--- src/rtl/fetx_pkg.sv ---
package fetx_pkg;

  localparam int CG_W  = 5;
  localparam int SCR_W = 11;

  localparam logic [CG_W-1:0] CG_IDLE = 5'b11111;
  localparam logic [CG_W-1:0] CG_J    = 5'b11000;
  localparam logic [CG_W-1:0] CG_K    = 5'b10001;
  localparam logic [CG_W-1:0] CG_T    = 5'b01101;
  localparam logic [CG_W-1:0] CG_R    = 5'b00111;
  localparam logic [CG_W-1:0] CG_H    = 5'b00100;

  typedef enum logic [1:0] {FS_IDLE, FS_K, FS_DATA, FS_R} fstate_e;

  // data nibble to code group
  function automatic logic [CG_W-1:0] cg_of_nibble(input logic [3:0] n);
    logic [CG_W-1:0] g;
    case (n)
      4'h0: g = 5'b11110;  4'h1: g = 5'b01001;
      4'h2: g = 5'b10100;  4'h3: g = 5'b10101;
      4'h4: g = 5'b01010;  4'h5: g = 5'b01011;
      4'h6: g = 5'b01110;  4'h7: g = 5'b01111;
      4'h8: g = 5'b10010;  4'h9: g = 5'b10011;
      4'hA: g = 5'b10110;  4'hB: g = 5'b10111;
      4'hC: g = 5'b11010;  4'hD: g = 5'b11011;
      4'hE: g = 5'b11100;  default: g = 5'b11101;
    endcase
    return g;
  endfunction

  // key bit from x^11 + x^9 + 1
  function automatic logic scr_key(input logic [SCR_W-1:0] s);
    return s[10] ^ s[8];
  endfunction

  function automatic logic [SCR_W-1:0] scr_next(input logic [SCR_W-1:0] s);
    return {s[SCR_W-2:0], scr_key(s)};
  endfunction

  // step position 0..3 to level code
  function automatic logic [1:0] mlt3_of_step(input logic [1:0] step);
    case (step)
      2'd1:    return 2'b01;
      2'd3:    return 2'b11;
      default: return 2'b00;
    endcase
  endfunction

endpackage

--- src/rtl/fetx_framer.sv ---
module fetx_framer
  import fetx_pkg::*;
(
  input  logic       clk,
  input  logic       rst_n,
  input  logic       tx_en,
  input  logic       tx_er,
  input  logic [3:0] txd,
  output logic       nib_take,
  output logic       code_bit
);
  localparam int PH_W = $clog2(CG_W);
  localparam logic [PH_W-1:0] PH_LAST = PH_W'(CG_W - 1);

  logic [PH_W-1:0] phase_q;
  fstate_e         state_q, state_n;
  logic [CG_W-1:0] shreg_q, cg_n, last_cg_q;

  assign nib_take = (phase_q == PH_LAST);
  assign code_bit = shreg_q[CG_W-1];

  always_ff @(posedge clk or negedge rst_n) begin
    if (!rst_n) phase_q <= '0;
    else        phase_q <= nib_take ? '0 : phase_q + 1'b1;
  end

  always_comb begin
    state_n = state_q;
    cg_n    = CG_IDLE;
    case (state_q)
      FS_IDLE: if (tx_en) begin cg_n = CG_J; state_n = FS_K; end
      FS_K:    begin cg_n = CG_K; state_n = FS_DATA; end
      FS_DATA: begin
        if (!tx_en)     begin cg_n = CG_T; state_n = FS_R; end
        else if (tx_er) cg_n = CG_H;
        else            cg_n = cg_of_nibble(txd);
      end
      default: begin cg_n = CG_R; state_n = FS_IDLE; end
    endcase
  end

  always_ff @(posedge clk or negedge rst_n) begin
    if (!rst_n) begin
      state_q   <= FS_IDLE;
      shreg_q   <= CG_IDLE;
      last_cg_q <= CG_IDLE;
    end else if (nib_take) begin
      state_q   <= state_n;
      shreg_q   <= cg_n;
      last_cg_q <= cg_n;
    end else begin
      shreg_q   <= {shreg_q[CG_W-2:0], 1'b1};
    end
  end


  phase_range_chk: assert property (@(posedge clk) disable iff (!rst_n)
    phase_q <= PH_LAST);

  take_gap_chk: assert property (@(posedge clk) disable iff (!rst_n)
    nib_take |=> !nib_take);

  k_after_j_chk: assert property (@(posedge clk) disable iff (!rst_n)
    (nib_take && state_q == FS_K) |-> last_cg_q == CG_J);

  r_after_t_chk: assert property (@(posedge clk) disable iff (!rst_n)
    (nib_take && state_q == FS_R) |-> last_cg_q == CG_T);

endmodule

--- src/rtl/fetx_scrambler.sv ---
module fetx_scrambler
  import fetx_pkg::*;
#(
  parameter logic [SCR_W-1:0] SEED = 11'h400
) (
  input  logic clk,
  input  logic rst_n,
  output logic key
);
  logic [SCR_W-1:0] lfsr_q;

  assign key = scr_key(lfsr_q);

  always_ff @(posedge clk or negedge rst_n) begin
    if (!rst_n) lfsr_q <= SEED;
    else        lfsr_q <= scr_next(lfsr_q);
  end


  lfsr_live_chk: assert property (@(posedge clk) disable iff (!rst_n)
    lfsr_q != '0);

endmodule

--- src/rtl/fetx_line.sv ---
module fetx_line
  import fetx_pkg::*;
(
  input  logic       clk,
  input  logic       rst_n,
  input  logic       fiber_q,
  input  logic       code_bit,
  input  logic       key,
  output logic       line_nrzi,
  output logic [1:0] mlt3_code
);
  logic       line_bit;
  logic [1:0] step_q;
  logic       nrzi_q;

  assign line_bit  = fiber_q ? code_bit : (code_bit ^ key);
  assign line_nrzi = nrzi_q;
  assign mlt3_code = fiber_q ? 2'b00 : mlt3_of_step(step_q);

  always_ff @(posedge clk or negedge rst_n) begin
    if (!rst_n) begin
      nrzi_q <= 1'b0;
      step_q <= 2'd0;
    end else begin
      nrzi_q <= nrzi_q ^ line_bit;
      if (!fiber_q && line_bit) step_q <= step_q + 2'd1;
    end
  end


  nrzi_flip_chk: assert property (@(posedge clk) disable iff (!rst_n)
    line_bit |=> line_nrzi != $past(line_nrzi));

  mlt3_hold_chk: assert property (@(posedge clk) disable iff (!rst_n)
    !line_bit |=> $stable(step_q));

  fiber_freeze_chk: assert property (@(posedge clk) disable iff (!rst_n)
    fiber_q |=> $stable(step_q));

  mlt3_legal_chk: assert property (@(posedge clk) disable iff (!rst_n)
    mlt3_code != 2'b10);

endmodule

--- src/rtl/fetx_encoder.sv ---
module fetx_encoder
  import fetx_pkg::*;
#(
  parameter logic [SCR_W-1:0] SCR_SEED = 11'h400
) (
  input  logic       clk,
  input  logic       rst_n,
  input  logic       fiber_mode,
  input  logic       tx_en,
  input  logic       tx_er,
  input  logic [3:0] txd,
  output logic       nib_take,
  output logic       line_nrzi,
  output logic [1:0] mlt3_code
);
  logic fiber_q;
  logic code_bit;
  logic key;

  always_ff @(posedge clk or negedge rst_n) begin
    if (!rst_n) fiber_q <= 1'b0;
    else        fiber_q <= fiber_mode;
  end

  fetx_framer u_framer (
    .clk(clk), .rst_n(rst_n), .tx_en(tx_en), .tx_er(tx_er), .txd(txd),
    .nib_take(nib_take), .code_bit(code_bit)
  );

  fetx_scrambler #(.SEED(SCR_SEED)) u_scr (
    .clk(clk), .rst_n(rst_n), .key(key)
  );

  fetx_line u_line (
    .clk(clk), .rst_n(rst_n), .fiber_q(fiber_q), .code_bit(code_bit),
    .key(key), .line_nrzi(line_nrzi), .mlt3_code(mlt3_code)
  );


  reset_copper_chk: assert property (@(posedge clk) disable iff (!rst_n)
    $rose(rst_n) |-> !fiber_q);

endmodule

--- config.mk ---
export PLATFORM = sky130hd
export DESIGN_NAME = fetx_encoder
export DESIGN_NICKNAME = d
export VERILOG_FILES = /design/src/rtl/fetx_pkg.sv /design/src/rtl/fetx_framer.sv /design/src/rtl/fetx_scrambler.sv /design/src/rtl/fetx_line.sv /design/src/rtl/fetx_encoder.sv
export SDC_FILE = /design/constraint.sdc
export NUM_CORES = 1
export LEC_CHECK = 0
export BUFFER_PORTS_ARGS = -buffer_cell sky130_fd_sc_hd__buf_2
export CORE_ASPECT_RATIO = 1.1
export CORE_UTILIZATION = 53
export CTS_CLUSTER_DIAMETER = 50
export CTS_CLUSTER_SIZE = 25
export DETAILED_ROUTE_END_ITERATION = 8
export PLACE_DENSITY = 0.79
export SYNTH_ARGS = -nofsm -noshare
export SYNTH_HDL_FRONTEND = slang
export SYNTH_SLANG_ARGS = --single-unit
--- constraint.sdc ---
create_clock -name clk -period 2.04 [get_ports clk]
set_clock_uncertainty 0.05 [all_clocks]
set_input_delay 0.408 -clock clk [delete_from_list [all_inputs] [get_ports clk]]
set_output_delay 0.408 -clock clk [all_outputs]
set_load 0.1 [all_outputs]
==> impl_metrics.ini, run 1 <==
[outcome]
outcome = complete, but fails checks
violations = negative hold slack

[clock_network]
cts.path.max_buffers = 2
path_clk_slew_ps = 120
clock_sinks = 25
hold_buffers = 0
root_buffer = clkbuf_4
numCtsBuffers = 3
cts_tree = yes
cts-htree-levels = 1
clkLatencyLatePin_ps = 310
cts_setup_buffers = 0

[logic_synthesis]
ys.flop_type = dfrtp_1
ys_async_sr_fraction_pct = 100
synth_edf_count = 0
yosys-top-cells-count = 19 x dfrtp_1, 9 x nor2_1, 8 x ha_1, 8 x inv_1, 6 x dfstp_2
synth_area_mm2 = 0.00106
seq_area_frac_synth_pct = 59.5
synth_nets = 104
ys_seq_elements = 25
ys.warnings.count = 0
synthCells = 87
synthTopCellsByArea = dfrtp_1 45%, dfstp_2 15%, ha_1 9.4%, xnor2_1 3.3%, nor2_1 3.2%
synth_cell_types = 27
synth_top_area_cell = dfrtp_1
synth_top_area_share_pct = 44.7
synth.most_common_cell = dfrtp_1
syn_avg_cell_area_um2 = 12.2

[placement]
gp_congestion = 0.698
post_dp_cell_area_mm2 = 0.00118
dpl.hpwl_um = 1250
port_buffers = 12

[route]
ant_nets = 0
drc = 0
wl_met3_um = 44
met1_length_um = 659
via_per_inst = 5.04
drt_first_iter_violations = 4
met2RoutedLength_um = 865
routed.top_layer = met4
vias = 655
routed_wl_um = 1600
dr.pass1.iters = 4
wl_per_cell_um = 12.3

[power]
p_leak_nw = 0.589
power_density_mw_per_mm2 = 1230
ir_drop_uv = 883

[timing]
setup_tns_ps = 0
finalSetupViolations = 0
drv_slew = 0
relSlewSlack_pct = 66.1
max_freq_ghz = 0.532
layout_min_cycle_time_ps = 1880
max_slew.worst_pin.slew_ps = 508
min_period_over_period_pct = 92.2
final_hold_viol_count = 1
whs_ps = -0.367
rsz0062_at_grt = false

[final_layout]
drive_gt1_share_pct = 26.2
fillers = 154
area_growth_pct = 13.6
finish.instance_area_mm2 = 0.00121
antenna_cells = 0
layout.nets = 121

[floorplanning]
dieArea_mm2 = 0.00219
core_area_mm2 = 0.00184
rows = 16
io_pins = 13
fp.dieW_um = 44.7
fp.dieH_um = 49.0
initial_utilization_pct = 57.7

[worst_setup_path]
crit_chain = inv_1 > ha_1 > nand2_2 > inv_2 > buf_12
worstSetupPathType = flop to output port
slowest_delay_ps = 430
crit_buf_inv = 3
cpLargestDelayFamily = flip-flops
cp-start-kind = flop
cpMaxStageDelayCell = dfrtp_1
crit_fanout = 9
crit_required_ps = 1580
arrival_ps = 1420
endpoint_kind = output port

[hold_path]
hold_class = input port to asynchronous set/reset pin

[grt]
grt_pass1_wl_um = 2940
grt_pass1_vias = 712
grt_usage_pct = 19.2
grt_overflow = 0
antenna_found_initial = 0
grt_max_degree = 26

[flow_run]
drv_cap = 0
## cells in the final DEF (no fill, tap or decap), types with 2 or more instances in the layout
cell type and count:
buf_2 9, a21oi_1 4, nand2_1 3, xor2_1 2, o21ai_0 2, xnor2_1 4
clkbuf_4 5, ha_1 8, nor2_2 2, nor2_1 8, dfstp_2 6, o21bai_1 2
mux2i_1 2, dfrtp_1 19, nor3_1 2, inv_1 7, nor2b_1 2
## area by class of cell
| class | instances | area, µm² | share of cell area, % |
|---|---|---|---|
| multi-input combinational | 54 | 405 | 33.5 |
| tap | 27 | 33.8 | 2.80 |
| sequential | 25 | 633 | 52.4 |
| inverter | 8 | 30.0 | 2.48 |
| timing repair buffer | 12 | 80.1 | 6.63 |
| clock buffer | 4 | 26.3 | 2.17 |
## worst paths after layout
path | start | end | slack [ps] | depth (start not counted)
min | rst_n | u_scr.lfsr_q[2] | -0.4 | 1
max reg2reg | u_framer.state_q[0] | u_framer.shreg_q[1] | 410 | 6
min reg2reg | u_scr.lfsr_q[5] | u_scr.lfsr_q[6] | 310 | 0
max | u_framer.phase_q[0] | nib_take | 160 | 5
min in group clk | fiber_mode | fiber_q | 150 | 1
max in group asynchronous | rst_n | u_scr.lfsr_q[10] | 1570 | 1
## power breakdown
group	internal, mW	switching, mW	total (mW)
Sequential	0.580	0.0531	0.633
Combinational	0.242	0.404	0.646
Clock	0.0764	0.126	0.202
Total	0.898	0.583	1.48
## registers in the layout, indices dropped and copies added (netlist names)
| signal | flops |
|---|---|
| fiber_q | 1 |
| u_framer.phase_q | 3 |
| u_framer.shreg_q | 5 |
| u_framer.state_q | 2 |
| u_line.line_nrzi | 1 |
| u_line.step_q | 2 |
| u_scr.lfsr_q | 11 |
## cell families (layout without fill, tap and decap cells)
family / after synthesis / in the layout / synth area share (%)
DFF: 25 / 25 / 59.5
and+or+nand+nor: 25 / 25 / 12.9
AOI/OAI and AO/OA: 13 / 13 / 8.47
adders and majority gates: 8 / 8 / 9.41
buffers and inverters: 8 / 24 / 2.82
xor gates and xnor gates: 6 / 6 / 4.94
muxes: 2 / 2 / 1.88
## timing repair
action,in CTS,in global routing
gates resized for setup,0,3
hold endpoints to repair,0,0
setup endpoints to repair,0,3
## layer usage
metal | GRT usage [%] | vias up
met1 | 20.0 | 313
met5 | 0 | -
met2 | 32.4 | 15
met3 | 5.56 | 5
met4 | 12.1 | 0
li1 | - | 322
## worst register-to-register path: cells and delay by family, from the launching register on
kind	cells	cell delay (ps)
compound gates	2	450
flops	1	430
simple gates	2	320
fa+ha+maj	1	240
buf+inv	1	100
## stage by stage
step	utilization (%)	instances	power [mW]	worst slack (ps)
6_report	65.6	130	1.48	159
5_1_grt	65.6	130	1.60	27.1
4_1_cts	65.4	130	1.49	66.9
3_5_place_dp	63.9	126	1.29	423
3_3_place_gp	63.9	126	1.25	481
2_1_floorplan	-	87	1.16	211
No activity file was read; power rests on OpenSTA's default activity.
==> run 2: changes to the inputs <==
--- a/config.mk
+++ b/config.mk
@@ -5,13 +5,14 @@
 export SDC_FILE = /design/constraint.sdc
 export NUM_CORES = 1
 export LEC_CHECK = 0
+export ABC_AREA = 1
 export BUFFER_PORTS_ARGS = -buffer_cell sky130_fd_sc_hd__buf_2
 export CORE_ASPECT_RATIO = 1.1
 export CORE_UTILIZATION = 53
 export CTS_CLUSTER_DIAMETER = 50
 export CTS_CLUSTER_SIZE = 25
 export DETAILED_ROUTE_END_ITERATION = 8
-export PLACE_DENSITY = 0.79
+export PLACE_DENSITY = 0.78
 export SYNTH_ARGS = -nofsm -noshare
 export SYNTH_HDL_FRONTEND = slang
 export SYNTH_SLANG_ARGS = --single-unit
==> run 2 against run 1 <==
The flow finishes with violations (design-rule violations). Count of clock-buffer cells in the layout decreased by 1. Wire length rose by 15%. Maximum frequency fell by 2.6%. Largest power group unchanged.
==> impl_metrics.ini, run 2 <==
[outcome]
outcome = complete, but fails checks
violations = design-rule violations

[power]
p_total_mw = 1.52
switching_share_pct = 42.9
power_frac_seq_pct = 42.0
p_int_uw = 867
clock_power_share_pct = 13.9
power_frac_comb_pct = 44.1
p_leak_nw = 0.669
p_sw_uw = 650
power_density_mw_per_mm2 = 1210
ir_drop_uv = 517

[clock_network]
numCtsBuffers = 3
hold_buffers = 0
cts-htree-levels = 1
cts_tree = yes
cts.path.max_buffers = 2
clkLatencyLatePin_ps = 310
root_buffer = clkbuf_4
clock_sinks = 25
path_clk_slew_ps = 120

[logic_synthesis]
synth_area_mm2 = 0.00112
synth_top_area_cell = dfrtp_1
syn_avg_cell_area_um2 = 9.41
synth_nets = 136
ys_seq_elements = 25
synth.most_common_cell = nand2_1
synth_edf_count = 0
synthCells = 119
synth_top_area_share_pct = 42.5
yosys-top-cells-count = 26 x nand2_1, 19 x dfrtp_1, 17 x inv_1, 17 x nor2_1
seq_area_frac_synth_pct = 56.5
ys_async_sr_fraction_pct = 100
ys.flop_type = dfrtp_1
synth_cell_types = 20
synthTopCellsByArea = dfrtp_1 42%, dfstp_2 14%, ha_1 8.9%, nand2_1 8.7%, inv_1 5.7%
ys.warnings.count = 0

[grt]
grt_usage_pct = 19.5
antenna_found_initial = 0
grt_max_degree = 26
met2_usage_pct = 34.8
grt_pass1_vias = 779
grt_overflow = 0
grt_pass1_wl_um = 3110
use_met1_pct = 21.0
use_met3_pct = 1.08
busiest_layer = met2

[final_layout]
layout_common_cells = 26 x nand2_1, 19 x dfrtp_1, 17 x inv_1, 15 x nor2_1, 11 x buf_2
drive_gt1_share_pct = 23.0
top_register = u_scr.lfsr_q
area_growth_pct = 11.6
antenna_cells = 0
layout.nets = 153
largest_reg_flops = 11
finish.instance_area_mm2 = 0.00125
mostFrequentLayoutCell = nand2_1
reg_top3 = u_scr.lfsr_q: 11 flops, u_framer.shreg_q: 5 flops, u_framer.phase_q: 3 flops
instances_no_fill = 163

[route]
drt_first_iter_violations = 13
dr.pass1.iters = 6
vias = 780
drc = 2
ant_nets = 0
wl_per_cell_um = 11.3
routed_wl_um = 1840
via_per_inst = 4.79

[floorplanning]
rows = 17
core_area_mm2 = 0.00200
dieArea_mm2 = 0.00230
fp.dieW_um = 45.8
fp.dieH_um = 50.2
io_pins = 13
initial_utilization_pct = 56.0

[flow_run]
drv_cap = 0

[placement]
post_dp_cell_area_mm2 = 0.00122
port_buffers = 12
dpl.hpwl_um = 1410
dp_cells = 159
gp_congestion = 0.731

[worst_setup_path]
crit_fanout = 3
slowest_delay_ps = 420
cp-endpoint = mlt3_code[0]
critical_path.startpoint = u_line.step_q[1]
crit_chain = inv_1 > ha_1 > nor2_1 > nor2_2 > buf_2
endpoint_kind = output port
crit_required_ps = 1580
cpMaxStageDelayCell = dfrtp_1
r2r_end = u_framer.shreg_q[2]
arrival_ps = 1470
reg2reg_from = u_framer.state_q[1]
worstSetupPathType = flop to output port
r2r_cells = 6
r2r_setup_slack_ps = 610
cp-start-kind = flop

[hold_path]
hold_class = input port to asynchronous set/reset pin

[timing]
max_freq_ghz = 0.518
layout_min_cycle_time_ps = 1930
rsz0062_at_grt = false
max_slew.worst_pin.slew_ps = 525
finalSetupViolations = 0
setup_tns_ps = 0
final_hold_viol_count = 0
min_period_over_period_pct = 94.6
relSlewSlack_pct = 65.0
drv_slew = 0
-- run 2: cell types whose count changed in the layout (fill, tap and decap cells not counted), sizes merged, moves of 3 or more --
cell    delta
xnor2      -3
nand2     +23
nand3      +9
nor2b      -3
clkbuf     -3
nor2       +7
inv       +10
-- run 2: kinds of logic (layout without fill, tap and decap cells) --
family,count (synthesis),in the layout,synth area share (%)
buffers and inverters,18,34,6.03
XOR/XNOR,1,1,0.782
adder cells (fa/ha/maj),8,8,8.94
flip-flops,25,25,56.5
AO/OA/AOI/OAI,8,8,4.47
AND/OR/NAND/NOR,59,59,23.2
-- run 2: layout make-up --
class | instances | area (µm²)
Timing Repair Buffer | 12 | 62.6
Inverter | 18 | 67.6
Tap cell | 28 | 35.0
Sequential cell | 25 | 633
Multi-Input combinational cell | 76 | 424
Clock inverter | 1 | 5.00
Fill cell | 175 | 749
Clock buffer | 3 | 22.5
-- run 2: worst min-delay path by stage --
stage | end
after floorplan | fiber_q
after global placement | u_scr.lfsr_q[8]
after detailed placement | u_scr.lfsr_q[3]
after CTS | fiber_q
after global routing | u_scr.lfsr_q[1]
final | fiber_q
-- run 2: timing repair --
item | CTS | global route
setup buffers | 0 | 0
resized for setup | 1 | 0
setup endpoints to repair | 1 | 0
-- run 2: power groups by stage --
stage                     clock network (mW)  logic [mW]  registers (mW)
after CTS                              0.220       0.675           0.635
after global routing                   0.236       0.757           0.645
after detailed placement                   0       0.672           0.645
final                                  0.211       0.669           0.636
after global placement                     0       0.647           0.638
after floorplan                            0       0.477           0.704
-- run 2: metrics by stage --
stage / hold slack (ps) / setup WS (ps) / util [%]
final: 2.27 / 110 / 62.5
after global routing: 28.8 / 11.5 / 62.5
after floorplan: 62.4 / 214 / -
after global placement: 287 / 387 / 61.0
after CTS: 7.49 / 86.7 / 62.5
after detailed placement: 286 / 338 / 61.0
-- run 2: worst max-delay path, delay by kind of cell, from the launching register on --
family | cells | cell delay [ps]
buffers and inverters | 2 | 490
DFF | 1 | 420
and+or+nand+nor | 2 | 120
adders and majority gates | 1 | 130
-- run 2: per-layer routing --
| layer | part of all wire, % | vias to the layer above |
|---|---|---|
| li1 | - | 400 |
| met3 | 1.4 | 2 |
| met2 | 53 | 15 |
| met4 | 1.3 | 0 |
| met1 | 44 | 363 |
| met5 | 0 | - |
==> run 3: changes to the inputs <==
==> constraint.sdc (replaced) <==
create_clock -name clk -period 2.2 [get_ports clk]
set_clock_uncertainty 0.05 [all_clocks]
set_input_delay 0.44 -clock clk [delete_from_list [all_inputs] [get_ports clk]]
set_output_delay 0.44 -clock clk [all_outputs]
set_load 0.1 [all_outputs]
==> run 3 against run 2 <==
Non-clock buffer count unchanged. Power fell by 7.3%. Combinational power fell by 7.3%. Sequential power is 7.2% lower. Die area unchanged. First-iteration DRC count is 23% lower. Utilization down 0.13 points. Sequential share of layout area up 0.10 points. Critical endpoint is now nib_take. Largest power group unchanged. The flow still finishes with violations (design-rule violations).
==> impl_metrics.ini, run 3 (same netlist as run 2, synthesis figures left out) <==
[outcome]
outcome = complete, but fails checks
violations = design-rule violations

[timing]
max_slew.worst_pin.slew_ps = 528
finalSetupViolations = 0
drv_slew = 0
setup_tns_ps = 0
relSlewSlack_pct = 64.8
final_hold_viol_count = 0
rsz0062_at_grt = false
min_period_over_period_pct = 94.5
max_freq_ghz = 0.481
layout_min_cycle_time_ps = 2080

[worst_setup_path]
reg2reg_from = u_framer.state_q[1]
r2r_setup_slack_ps = 770
cp-start-kind = flop
worstSetupPathType = flop to output port
crit_required_ps = 1710
crit_fanout = 6
cp-endpoint = nib_take
critical_path.startpoint = u_framer.phase_q[0]
r2r_end = u_framer.shreg_q[2]
r2r_cells = 6
endpoint_kind = output port
arrival_ps = 1590

[final_layout]
fillers = 175
area_growth_pct = 11.4
largest_reg_flops = 11
layout_common_cells = 26 x nand2_1, 19 x dfrtp_1, 17 x inv_1, 15 x nor2_1, 12 x buf_2
antenna_cells = 0
top_register = u_scr.lfsr_q
finish.instance_area_mm2 = 0.00125
reg_top3 = u_scr.lfsr_q: 11 flops, u_framer.shreg_q: 5 flops, u_framer.phase_q: 3 flops
layout.nets = 153
mostFrequentLayoutCell = nand2_1
drive_gt1_share_pct = 23.0

[grt]
busiest_layer = met2
antenna_found_initial = 0
grt_pass1_vias = 779
use_met3_pct = 1.08
use_met1_pct = 21.0
grt_usage_pct = 19.5
met2_usage_pct = 34.8
grt_max_degree = 26
grt_pass1_wl_um = 3110
grt_overflow = 0

[route]
via_per_inst = 4.79
vias = 781
routed_wl_um = 1850
wl_per_cell_um = 11.4
drc = 2
ant_nets = 0
drt_first_iter_violations = 10
dr.pass1.iters = 6

[floorplanning]
fp.dieH_um = 50.2
initial_utilization_pct = 56.0
io_pins = 13
rows = 17
fp.dieW_um = 45.8
core_area_mm2 = 0.00200
dieArea_mm2 = 0.00230

[hold_path]
hold_class = input port to asynchronous set/reset pin

[clock_network]
numCtsBuffers = 3
clkLatencyLatePin_ps = 310
hold_buffers = 0
cts.path.max_buffers = 2
path_clk_slew_ps = 120
cts-htree-levels = 1
root_buffer = clkbuf_4
cts_tree = yes
cts_resized = 0
cts_setup_buffers = 0
clock_sinks = 25

[power]
ir_drop_uv = 480
power_density_mw_per_mm2 = 1130
p_leak_nw = 0.667

[placement]
port_buffers = 12
post_dp_cell_area_mm2 = 0.00122
dpl.hpwl_um = 1410
gp_congestion = 0.731

[flow_run]
drv_cap = 0
run 3: layer usage:
metal	vias to the layer above	part of all wire, %
li1	399	-
met1	365	44
met2	15	53
met3	2	1.7
met4	0	1.3
met5	-	0
run 3: worst min-delay path by stage:
stage / start / end / slack, ps / cells past startpoint
floorplan: rst_n / fiber_q / 90 / 0
finish: rst_n / fiber_q / 30 / 1
CTS: rst_n / fiber_q / 40 / 1
global placement: u_scr.lfsr_q[7] / u_scr.lfsr_q[8] / 290 / 0
global route: rst_n / u_scr.lfsr_q[1] / 60 / 1
detailed placement: u_scr.lfsr_q[2] / u_scr.lfsr_q[3] / 290 / 0
run 3: report_power, final:
group | internal, mW | switching [mW]
clock | 0.0680 | 0.128
combinational | 0.200 | 0.420
sequential | 0.536 | 0.0542
run 3: critical path, stage by stage, from the launching register on:
cell and delay (ps):
dfrtp_1 420, inv_1 70, ha_1 150, nand2_2 90, inv_2 110, buf_2 430
run 3: cell type report:
class | instances | area (µm²) | area share [%]
flip-flops and latches | 25 | 633 | 50.8
inverters | 18 | 67.6 | 5.42
clock buffers | 3 | 22.5 | 1.81
repair buffers | 12 | 60.1 | 4.81
multi-input cells | 76 | 424 | 34.0
well taps | 28 | 35.0 | 2.81
clock inverters | 1 | 5.00 | 0.401
run 3: metrics by stage:
step | hold WS [ps] | power (mW) | worst slack, ps | instances | util, %
2_1_floorplan | 94.4 | 1.10 | 342 | 119 | -
3_3_place_gp | 287 | 1.19 | 515 | 159 | 61.0
3_5_place_dp | 286 | 1.22 | 466 | 159 | 61.0
4_1_cts | 38.2 | 1.42 | 98.2 | 163 | 62.4
5_1_grt | 59.2 | 1.52 | 25.5 | 163 | 62.4
6_report | 32.7 | 1.41 | 122 | 163 | 62.4
